--- src/rtl/gpio_db_pkg.sv ---
package gpio_db_pkg;
  // register slots, selected by bus_addr[4:3]
  localparam logic [1:0] SLOT_DIR = 2'd0;
  localparam logic [1:0] SLOT_LVL = 2'd2;
  localparam logic [1:0] SLOT_DRV = 2'd3;
  localparam logic [1:0] SLOT_ENA = 2'd0;
  localparam logic [1:0] SLOT_POL = 2'd1;
  localparam logic [1:0] SLOT_STS = 2'd2;
  localparam logic [1:0] SLOT_WAK = 2'd3;

  // replace one 32-bit bank word of a 64-bit pin vector
  function automatic logic [63:0] put_word(logic [63:0] cur, logic hi, logic [31:0] d);
    return hi ? {d, cur[31:0]} : {cur[63:32], d};
  endfunction

  // extract one 32-bit bank word of a 64-bit pin vector
  function automatic logic [31:0] get_word(logic [63:0] v, logic hi);
    return hi ? v[63:32] : v[31:0];
  endfunction
endpackage

--- src/rtl/gpio_db_sync.sv ---
module gpio_db_sync #(
  parameter int W      = 36,
  parameter int STAGES = 2
) (
  input  logic         clk,
  input  logic         rst,
  input  logic [W-1:0] d,
  output logic [W-1:0] q
);
  logic [STAGES-1:0][W-1:0] stg;

  always_ff @(posedge clk) begin
    if (rst) stg <= '0;
    else     stg <= {stg[STAGES-2:0], d};
  end

  assign q = stg[STAGES-1];
endmodule

--- src/rtl/gpio_db_edge.sv ---
module gpio_db_edge #(
  parameter int W = 36
) (
  input  logic         clk,
  input  logic         rst,
  input  logic [W-1:0] lvl,
  input  logic [W-1:0] pol,
  input  logic [W-1:0] clr,
  output logic [W-1:0] evt,
  output logic [W-1:0] sts
);
  logic [W-1:0] prev;

  // rising when pol is 0, falling when pol is 1
  assign evt = (lvl & ~prev & ~pol) | (~lvl & prev & pol);

  always_ff @(posedge clk) begin
    if (rst) begin
      prev <= '0;
      sts  <= '0;
    end else begin
      prev <= lvl;
      sts  <= (sts & ~clr) | evt;   // a new edge wins over a clear
    end
  end
endmodule

--- src/rtl/gpio_dual_bank.sv ---
module gpio_dual_bank #(
  parameter int NUM_PINS    = 36,
  parameter int SYNC_STAGES = 2
) (
  input  logic                clk,
  input  logic                rst,
  input  logic                bus_we,
  input  logic [5:0]          bus_addr,
  input  logic [31:0]         bus_wdata,
  output logic [31:0]         bus_rdata,
  input  logic [NUM_PINS-1:0] pad_in,
  output logic [NUM_PINS-1:0] pad_oe,
  output logic [NUM_PINS-1:0] pad_out,
  output logic                irq,
  output logic                wake
);
  import gpio_db_pkg::*;

  localparam logic [64:0] ONE65 = 65'd1;
  localparam logic [63:0] VMASK = 64'((ONE65 << NUM_PINS) - ONE65);

  logic [63:0] dir_q, drv_q, ien_q, pol_q, wak_q;
  logic [63:0] lvl64, sts64, clr64, rsel;
  logic [NUM_PINS-1:0] lvl_w, sts_w, evt_w;
  logic        win, hi;
  logic [1:0]  slot;

  assign win  = bus_addr[5];
  assign slot = bus_addr[4:3];
  assign hi   = bus_addr[2];

  gpio_db_sync #(.W(NUM_PINS), .STAGES(SYNC_STAGES)) u_sync (
    .clk(clk), .rst(rst), .d(pad_in), .q(lvl_w)
  );

  gpio_db_edge #(.W(NUM_PINS)) u_edge (
    .clk(clk), .rst(rst), .lvl(lvl_w), .pol(pol_q[NUM_PINS-1:0]),
    .clr(clr64[NUM_PINS-1:0]), .evt(evt_w), .sts(sts_w)
  );

  always_comb begin
    lvl64 = '0;
    sts64 = '0;
    lvl64[NUM_PINS-1:0] = lvl_w;
    sts64[NUM_PINS-1:0] = sts_w;
  end

  always_comb begin
    clr64 = '0;
    if (bus_we && win && slot == SLOT_STS)
      clr64 = put_word(64'd0, hi, bus_wdata) & VMASK;
  end

  always_ff @(posedge clk) begin
    if (rst) begin
      dir_q <= '0;
      drv_q <= '0;
      ien_q <= '0;
      pol_q <= '0;
      wak_q <= '0;
    end else if (bus_we) begin
      if (!win) begin
        case (slot)
          SLOT_DIR: dir_q <= put_word(dir_q, hi, bus_wdata) & VMASK;
          SLOT_DRV: drv_q <= put_word(drv_q, hi, bus_wdata) & VMASK;
          default: ;
        endcase
      end else begin
        case (slot)
          SLOT_ENA: ien_q <= put_word(ien_q, hi, bus_wdata) & VMASK;
          SLOT_POL: pol_q <= put_word(pol_q, hi, bus_wdata) & VMASK;
          SLOT_WAK: wak_q <= put_word(wak_q, hi, bus_wdata) & VMASK;
          default: ;
        endcase
      end
    end
  end

  always_comb begin
    rsel = '0;
    if (!win) begin
      case (slot)
        SLOT_DIR: rsel = dir_q;
        SLOT_LVL: rsel = lvl64;
        SLOT_DRV: rsel = drv_q;
        default:  rsel = '0;
      endcase
    end else begin
      case (slot)
        SLOT_ENA: rsel = ien_q;
        SLOT_POL: rsel = pol_q;
        SLOT_STS: rsel = sts64;
        default:  rsel = wak_q;
      endcase
    end
  end

  always_ff @(posedge clk) begin
    if (rst) begin
      bus_rdata <= '0;
      irq       <= 1'b0;
      wake      <= 1'b0;
    end else begin
      bus_rdata <= get_word(rsel, hi);
      irq       <= |(sts64 & ien_q);
      wake      <= |(sts64 & wak_q);
    end
  end

  assign pad_oe  = dir_q[NUM_PINS-1:0];
  assign pad_out = drv_q[NUM_PINS-1:0] & dir_q[NUM_PINS-1:0];
endmodule

--- config.mk ---
export PLATFORM = sky130hd
export DESIGN_NAME = gpio_dual_bank
export DESIGN_NICKNAME = d
export VERILOG_FILES = /design/src/rtl/gpio_db_pkg.sv /design/src/rtl/gpio_db_sync.sv /design/src/rtl/gpio_db_edge.sv /design/src/rtl/gpio_dual_bank.sv
export SDC_FILE = /design/constraint.sdc
export NUM_CORES = 1
export LEC_CHECK = 0
export CORE_ASPECT_RATIO = 1.5
export CORE_MARGIN = 4
export CORE_UTILIZATION = 27
export DETAILED_ROUTE_END_ITERATION = 8
export DONT_BUFFER_PORTS = 1
export GPL_TIMING_DRIVEN = 1
export SLEW_MARGIN = 20
export SYNTH_ARGS = -nofsm -noshare
export SYNTH_HDL_FRONTEND = slang
export SYNTH_SLANG_ARGS = --single-unit
--- constraint.sdc ---
create_clock -name clk -period 1.3 [get_ports clk]
set_input_delay 0.065 -clock clk [delete_from_list [all_inputs] [get_ports clk]]
set_output_delay 0.065 -clock clk [all_outputs]
set_load 0.05 [all_outputs]
==> results of run 1 <==
==> state kept, by name (all words and copies together) (netlist names) <==
signal       cells
bus_rdata       32
ien_q           36
u_sync.stg      36
wake             1
u_edge.prev     36
drv_q           36
u_edge.sts      36
u_sync.q        36
wak_q           36
dir_q           36
pol_q           36
irq              1
==> power by group <==
part | switching [mW] | total (mW) | internal, mW
clock network | 4.67 | 11.3 | 6.62
logic | 0.785 | 1.74 | 0.954
registers | 0.375 | 11.6 | 11.3
==> placed cells by master (no fill, tap or decap), types with 4 or more instances in the layout <==
cell type        n
a221oi_1        28
or3_1            5
buf_4          119
nand3_1          7
nand2_1        330
a31oi_1         37
nand4_1          7
mux4_2          36
or3b_2          32
o21ai_0         39
buf_6            4
inv_1           38
buf_12          49
dfxtp_1        258
dlygate4sd3_1  326
dfxtp_4         14
and2_4          36
a221oi_2         4
clkbuf_1         5
nand3b_1        32
a22oi_1         14
buf_8            4
a22oi_2         17
a22o_1           4
clkinv_2         5
nor4_1          27
nor2_1          48
dfxtp_2         86
a21oi_2         11
nor2_2           6
clkbuf_8        12
nor2b_1        111
clkbuf_16       40
mux2i_1         16
mux2_2          30
a21oi_1        162
==> layer usage <==
layer	part of all wire, %	global-route usage (%)	vias to the layer above	routed length (um)
met3	6.4	3.54	156	3540
met1	37	20.5	6788	20300
met2	51	32.8	532	28300
li1	-	-	6360	-
met4	5.5	8.68	0	3060
met5	0	0	-	0
==> timing repair <==
item                       4_1_cts  5_1_grt
buffers inserted                 6        9
hold endpoints to repair       358      103
setup endpoints to repair       54      126
pin swaps                       16       11
hold buffers                   325       11
cloned                           0        1
resized for setup              121       95
==> kinds of logic after synthesis <==
| kind of cell | count (synthesis) | share of synthesized area, % |
|---|---|---|
| AO/OA/AOI/OAI | 326 | 13.4 |
| buffers and inverters | 156 | 4.91 |
| flip-flops | 358 | 49.5 |
| multiplexers | 82 | 9.04 |
| AND/OR/NAND/NOR | 666 | 23.1 |
==> path summary, 6_finish.rpt <==
path / to / from / cells past startpoint / slack [ps]
setup / recovery: pad_out[32] / dir_q[32]$_SDFFE_PP0P_ / 3 / -110
hold / removal: dir_q[3]$_SDFFE_PP0P_ / rst / 1 / -310
setup reg to reg: bus_rdata[0]$_SDFF_PP0_ / u_edge.sts[0]$_SDFF_PP0_ / 4 / -70
hold reg to reg: drv_q[18]$_SDFFE_PP0P_ / drv_q[18]$_SDFFE_PP0P_ / 2 / 470
==> per-stage QoR <==
step | setup TNS, ps | utilization (%) | worst slack [ps] | cells | total power [mW]
2_1_floorplan | 0 | - | 10.5 | 1588 | 12.8
3_5_place_dp | -798 | 31.4 | -179 | 2320 | 12.9
4_1_cts | -859 | 40.7 | -129 | 2716 | 24.8
5_1_grt | -1240 | 41.4 | -147 | 2729 | 25.4
6_report | -766 | 41.4 | -112 | 2729 | 24.7
3_3_place_gp | -850 | 31.4 | -167 | 2320 | 12.9
==> final cells by class <==
| type | count | share of cell area [%] |
|---|---|---|
| Antenna cell | 1 | 0.0114 |
| Multi-Input combinational cell | 1074 | 31.6 |
| Sequential cell | 358 | 33.5 |
| Clock inverter | 12 | 0.652 |
| Inverter | 40 | 0.703 |
| Tap cell | 682 | 3.90 |
| Timing Repair Buffer | 506 | 24.4 |
| Clock buffer | 56 | 5.30 |
==> critical path: stages (launching register included) <==
cell,delay [ps]
dfxtp_2,350
buf_8,160
and2_4,160
buf_12,130
==> results_dict.tcl, run 1 <==
set metrics [dict create \
    async_flop_share_pct 0 \
    drive_above_1_share_pct 26.0 \
    grt_use_total_pct 18.2 \
    slew_headroom_pct 49.3 \
    cts.sinks 358 \
    synthTopCellsByArea "dfxtp_1, nand2_1, a21oi_1" \
    seq_area_mm2 0.00733 \
    fin_area_mm2 0.0219 \
    worstPathMaxFanout 3 \
    maxCapViolations 0 \
    grt_max_degree 359 \
    synth_nets 1665 \
    grt_antenna_before_repair 1 \
    ctsHtreeMaxLevel 2 \
    viasPerCell 5.07 \
    grt_pass1_wl_mm 82.8 \
    layout.nets 2095 \
    hold_slack_ps -313 \
    area_growth_pct 51.1 \
    drc_errors 0 \
    cts_root_buf "clkbuf_16" \
    initial_core_util_pct 27.4 \
    rows 103 \
    multiInputGateArea_mm2 0.00691 \
    tritoncts "yes" \
    vdd_ir_drop_max_mv 1.29 \
    cts_inserted_buffers 38 \
    leakage_nw 8.63 \
    synth_cell_types 38 \
    yosys_warnings 0 \
    wl_per_cell_um 20.2 \
    globalplace.congestion 0.891 \
    die_h_um 292 \
    synth_most_common_cell "dfxtp_1" \
    worstMarginPinSlew_ps 761 \
    setup_viol 10 \
    clockBufferDepth 3 \
    p_per_area_mw_per_mm2 1130 \
    place_hpwl_mm 34.0 \
    netlist_area_mm2 0.0145 \
    numPortBuffers 0 \
    vias 13800 \
    status "finished, violations left" \
    cp_data_required_time_ps 1240 \
    end_kind "primary output" \
    synth_area_per_cell_um2 9.12 \
    drt_iter0_drc 1149 \
    drt.antenna.violating_nets 0 \
    skew_ps 17.4 \
    grt_pass1_vias 14000 \
    wl_mm 55.1 \
    worstSetupPathType "flop to primary output" \
    hold_viol_final 88 \
    period_share_pct 109 \
    pin_count 183 \
    fillers 5055 \
    final_max_slew_viol_count 0 \
    fin_crit_ps 1410 \
    fp.dieArea_mm2 0.0575 \
    core_area_mm2 0.0528 \
    cp-start-kind "flop" \
    crit_arrival_ps 1350 \
    max_freq_mhz 708 \
    yosysSeqAreaShare_pct 49.5 \
    grt.overflow.total 0 \
    firstDrtPassIters 5 \
    yosys.area.top_type "dfxtp_1" \
    clk_pin_slew_ps 60 \
    min_path_type "primary input to flop" \
    synth_edf_count 0 \
    violations "hold timing, setup timing" \
    ys.flop_type "dfxtp_1" \
    die_w_um 197 \
    layout_setup_ws_ps -112 \
    rsz0062_at_grt "yes" \
    synth_common_cells "dfxtp_1, nand2_1, a21oi_1" \
    clk_latency_ps 550 \
    dpl_cell_area_mm2 0.0166 \
    syn_inst 1588 \
    synth_top_area_share_pct 49.5 \
    ys_seq_elements 358 \
]
Note: power is estimated with default switching activity, not from simulation.
==> run 2, diff against run 1 <==
--- a/config.mk
+++ b/config.mk
@@ -5,12 +5,16 @@
 export SDC_FILE = /design/constraint.sdc
 export NUM_CORES = 1
 export LEC_CHECK = 0
+export CAP_MARGIN = 20
+export CELL_PAD_IN_SITES_DETAIL_PLACEMENT = 0
+export CELL_PAD_IN_SITES_GLOBAL_PLACEMENT = 1
 export CORE_ASPECT_RATIO = 1.5
 export CORE_MARGIN = 4
 export CORE_UTILIZATION = 27
 export DETAILED_ROUTE_END_ITERATION = 8
 export DONT_BUFFER_PORTS = 1
 export GPL_TIMING_DRIVEN = 1
+export PLACE_DENSITY_LB_ADDON = 0.1
 export SLEW_MARGIN = 20
 export SYNTH_ARGS = -nofsm -noshare
 export SYNTH_HDL_FRONTEND = slang
==> run 2 against run 1 <==
Effect of this change:
- the run still ends with hold timing, setup timing left
- cell count about the same
- critical path depth unchanged
- worst setup slack got worse by 19 ps
- via count decreased by 3.8%
- largest power group is now the clock network
==> results_dict.tcl, run 2 (synthesis gave the netlist of run 1 again) <==
set metrics [dict create \
    status "finished, violations left" \
    violations "hold timing, setup timing" \
    viasPerCell 4.88 \
    use_met1_pct 24.8 \
    core_area_mm2 0.0528 \
    final_cell_mix "nand2_1, dlygate4sd3_1, dfxtp_1, a21oi_1, buf_4" \
    clockBufferDepth 3 \
    met3_usage_pct 3.47 \
    clk_pin_slew_ps 60 \
    vias 13300 \
    grt_use_total_pct 20.3 \
    pre_cts_ws_ps -202 \
    p_per_area_mw_per_mm2 1160 \
    rsz0062_at_grt "yes" \
    area_growth_pct 51.8 \
    hold_viol_final 95 \
    fin_area_mm2 0.0220 \
    leakage_nw 8.70 \
    vdd_ir_drop_max_mv 1.09 \
    cp-start-kind "flop" \
    slew_headroom_pct 60.4 \
    grt.overflow.total 0 \
    initial_core_util_pct 27.4 \
    fin_crit_ps 1430 \
    firstDrtPassIters 5 \
    worstPathMaxFanout 3 \
    setup_viol 12 \
    wl_mm 59.3 \
    drt_iter0_drc 758 \
    stdcell_count 2727 \
    crit_path_start "dir_q[1]$_SDFFE_PP0P_" \
    grt_max_degree 359 \
    clk_latency_ps 560 \
    drt.antenna.violating_nets 0 \
    path_cells "buf_8 -> and2_4 -> buf_12" \
    skew_ps 21.9 \
    crit_arrival_ps 1370 \
    max_freq_mhz 699 \
    wl_per_cell_um 21.7 \
    layout.nets 2092 \
    period_share_pct 110 \
    cts_root_buf "clkbuf_16" \
    dpl_cell_area_mm2 0.0167 \
    ctsHtreeMaxLevel 2 \
    setup_tns_ps -953 \
    final_max_slew_viol_count 0 \
    pin_count 183 \
    worstSetupPathType "flop to primary output" \
    hold_slack_ps -380 \
    globalplace.congestion 0.795 \
    met2_usage_pct 36.8 \
    numPortBuffers 0 \
    critPathMaxStageDelay_ps 350 \
    min_path_type "primary input to flop" \
    layout_setup_ws_ps -130 \
    rows 103 \
    grt_pass1_wl_mm 89.5 \
    tritoncts "yes" \
    cts.sinks 358 \
    final_common_cell "nand2_1" \
    drc_errors 0 \
    min-delay-start "rst" \
    maxCapViolations 0 \
    grt_antenna_before_repair 0 \
    die_w_um 197 \
    fp.dieArea_mm2 0.0575 \
    grt_pass1_vias 13800 \
    cts_inserted_buffers 41 \
    die_h_um 292 \
    crit-reg2reg-launch "ien_q[0]$_SDFFE_PP0P_" \
    top_usage_layer "met2" \
    drive_above_1_share_pct 26.9 \
    cp_data_required_time_ps 1240 \
    placed_cells 2323 \
    place_hpwl_mm 36.3 \
    critPathSlowestCell "dfxtp_2" \
    end_kind "primary output" \
    worstMarginPinSlew_ps 594 \
    antennaDiodeCount 0 \
]
==> run 2: changes by cell type in the layout (fill, tap and decap cells not counted), sizes merged <==
cell          before  now
inv               40   41
diode              1    0
clkinv             8    4
clkinvlp           2    0
dlymetal6s4s       1    2
clkbuf            57   66
buf              178  184
dlygate4sd3      326  314
==> run 2: critical path: cells and delay by family, from the launching register on <==
kind	cells	cell delay, ps
buf+inv	2	290
simple gates	1	160
flops	1	350
==> run 2: timing repair <==
action,4_1_cts,5_1_grt
buffers inserted,17,2
gates resized for setup,161,71
hold buffers,320,3
hold endpoints to repair,358,96
endpoints found under the setup margin,60,90
pin swaps,19,14
==> run 2: path summary, 6_finish.rpt <==
check | endpoint | cells after the start | slack (ps)
hold reg to reg | drv_q[29]$_SDFFE_PP0P_ | 2 | 460
setup reg to reg | bus_rdata[0]$_SDFF_PP0_ | 4 | -90
hold / removal | bus_rdata[5]$_SDFF_PP0_ | 1 | -380
setup / recovery | pad_out[1] | 3 | -130
==> run 2: routing by layer <==
layer	up-vias	routed length [um]	share of wire (%)
li1	6348	-	-
met1	6588	24100	41
met2	300	30900	52
met3	80	2670	4.5
met4	0	1540	2.6
met5	-	0	0
==> run 2: area by class of cell <==
| type | count | area, um2 |
|---|---|---|
| clock buffers | 66 | 1300 |
| clock inverters | 7 | 88.8 |
| fillers | 5361 | 30900 |
| inverters | 40 | 150 |
| multi-input cells | 1074 | 6930 |
| flip-flops and latches | 358 | 7340 |
| well taps | 682 | 853 |
| repair buffers | 500 | 5310 |
==> run 2: where the power goes <==
group          total (mW)  internal [mW]  switching [mW]
clock                12.1           7.23            4.89
combinational        1.72          0.942           0.782
sequential           11.6           11.3           0.355
total                25.5           19.4            6.02
==> run 2: per-stage QoR <==
| step | util (%) | power [mW] |
|---|---|---|
| after floorplan | - | 12.8 |
| after global placement | 31.6 | 13.0 |
| after detailed placement | 31.6 | 13.0 |
| after CTS | 41.3 | 25.9 |
| after global routing | 41.6 | 26.5 |
| final | 41.6 | 25.5 |
==> run 3, diff against run 2 <==
--- a/config.mk
+++ b/config.mk
@@ -19,3 +19,4 @@
 export SYNTH_ARGS = -nofsm -noshare
 export SYNTH_HDL_FRONTEND = slang
 export SYNTH_SLANG_ARGS = --single-unit
+export TNS_END_PERCENT = 50
==> run 3 against run 2 <==
Effect of this change:
- the flow still finishes with violations (hold timing, setup timing)
- critical endpoint unchanged
- largest cell class unchanged
- register-to-register slack gained 30 ps
- combinational power is essentially flat
- power grew 0.78%
- first-iteration DRC count shrank 2.1%
- non-clock buffer count grew 2
==> results_dict.tcl, run 3 (synthesis gave the netlist of run 1 again) <==
set metrics [dict create \
    layout_setup_ws_ps -114 \
    vias 13300 \
    grt.overflow.total 0 \
    cp_data_required_time_ps 1240 \
    period_share_pct 109 \
    numPortBuffers 0 \
    cp-start-kind "flop" \
    worstPathMaxFanout 3 \
    wl_mm 60.2 \
    cts_inserted_buffers 41 \
    core_area_mm2 0.0528 \
    clk_latency_ps 550 \
    status "finished, violations left" \
    place_hpwl_mm 35.4 \
    p_per_area_mw_per_mm2 1170 \
    grt_use_total_pct 19.9 \
    drc_errors 0 \
    fp.dieArea_mm2 0.0575 \
    violations "hold timing, setup timing" \
    crit_path_start "dir_q[1]$_SDFFE_PP0P_" \
    grt_max_degree 359 \
    grt_pass1_vias 13500 \
    seq_area_mm2 0.00731 \
    cts_root_buf "clkbuf_16" \
    min_path_type "primary input to flop" \
    die_h_um 292 \
    rows 103 \
    viasPerCell 4.87 \
    pre_cts_ws_ps -247 \
    fillers 5273 \
    hold_viol_final 87 \
    hold_slack_ps -353 \
    drt_iter0_drc 742 \
    layout.nets 2094 \
    grt_antenna_before_repair 0 \
    firstDrtPassIters 5 \
    end_kind "primary output" \
    setup_viol 12 \
    tritoncts "yes" \
    initial_core_util_pct 27.4 \
    worstSetupPathType "flop to primary output" \
    grt_pass1_wl_mm 87.5 \
    pin_count 183 \
    vdd_ir_drop_max_mv 1.02 \
    leakage_nw 8.72 \
    globalplace.congestion 0.794 \
    wl_per_cell_um 22.1 \
    die_w_um 197 \
    final_cell_mix "nand2_1, dlygate4sd3_1, dfxtp_1, a21oi_1, buf_4" \
    clockBufferDepth 3 \
    final_common_cell "nand2_1" \
    worstMarginPinSlew_ps 520 \
    maxCapViolations 0 \
    drive_above_1_share_pct 26.1 \
    area_growth_pct 51.4 \
    min-delay-start "bus_wdata[6]" \
    max_freq_mhz 707 \
    drt.antenna.violating_nets 0 \
    fin_crit_ps 1410 \
    crit-reg2reg-launch "u_edge.sts[0]$_SDFF_PP0_" \
    p_total_mw 25.7 \
    final_max_slew_viol_count 0 \
    ctsHtreeMaxLevel 2 \
    skew_ps 14.6 \
    crit_arrival_ps 1350 \
    clk_pin_slew_ps 60 \
    rsz0062_at_grt "yes" \
    multiInputGateArea_mm2 0.00689 \
    cts.sinks 358 \
    slew_headroom_pct 65.3 \
]
## run 3: changes by cell type in the layout (fill, tap and decap cells not counted), moves of 4 or more
cell,change
clkinv_2,+5
clkbuf_8,-4
dlygate4sd3_1,+4
buf_4,+4
buf_12,-5
dfxtp_1,+13
dfxtp_2,-10
## run 3: worst paths after layout
path	depth (start not counted)	endpoint	slack [ps]
max	3	pad_out[1]	-110
min	2	ien_q[6]$_SDFFE_PP0P_	-350
max reg2reg	4	bus_rdata[0]$_SDFF_PP0_	-60
min reg2reg	2	u_edge.sts[6]$_SDFF_PP0_	490
## run 3: cell type report
| type | count | area share [%] |
|---|---|---|
| tap | 682 | 3.89 |
| antenna | 1 | 0.0114 |
| multi-input combinational | 1074 | 31.4 |
| clock inverter | 15 | 0.827 |
| sequential | 358 | 33.3 |
| inverter | 40 | 0.702 |
| timing repair buffer | 502 | 24.2 |
| clock buffer | 59 | 5.64 |
## run 3: metrics by stage
step           hold slack, ps  instance area, um2  TNS [ps]  cells  utilization (%)
6_report                 -353               21900      -799   2731             41.5
5_1_grt                  -418               21900     -1390   2730             41.5
4_1_cts                  -408               21700     -1000   2720             41.0
3_5_place_dp              162               16700     -2080   2325             31.5
3_3_place_gp              163               16700     -1250   2325             31.5
2_1_floorplan             193               14500      -112   1588                -
## run 3: where the power goes
part           leakage (nW)  switching (mW)  internal (mW)
Sequential             2.96           0.358           11.3
Combinational          5.05           0.788          0.952
Clock                 0.705            4.90           7.40
Total                  8.72            6.04           19.6
## run 3: per-layer routing
layer,wire length [um],up-vias,part of all wire (%),global-route usage (%)
met5,0,-,0,0
met3,2570,72,4.3,2.84
met1,24900,6581,41,24.3
met4,1310,0,2.2,5.18
met2,31500,295,52,36.6
li1,-,6361,-,-
## run 3: timing repair
item / CTS / global route
hold buffers: 317 / 7
pin swaps: 19 / 13
gates cloned: 0 / 2
setup endpoints to repair: 54 / 75
gates resized for setup: 135 / 69
setup buffers: 6 / 5
endpoints found under the hold margin: 358 / 94
## run 3: worst max-delay path: stages, from the launching register on
cell and delay [ps]:
dfxtp_2 350, buf_8 160, and2_4 160, buf_12 130
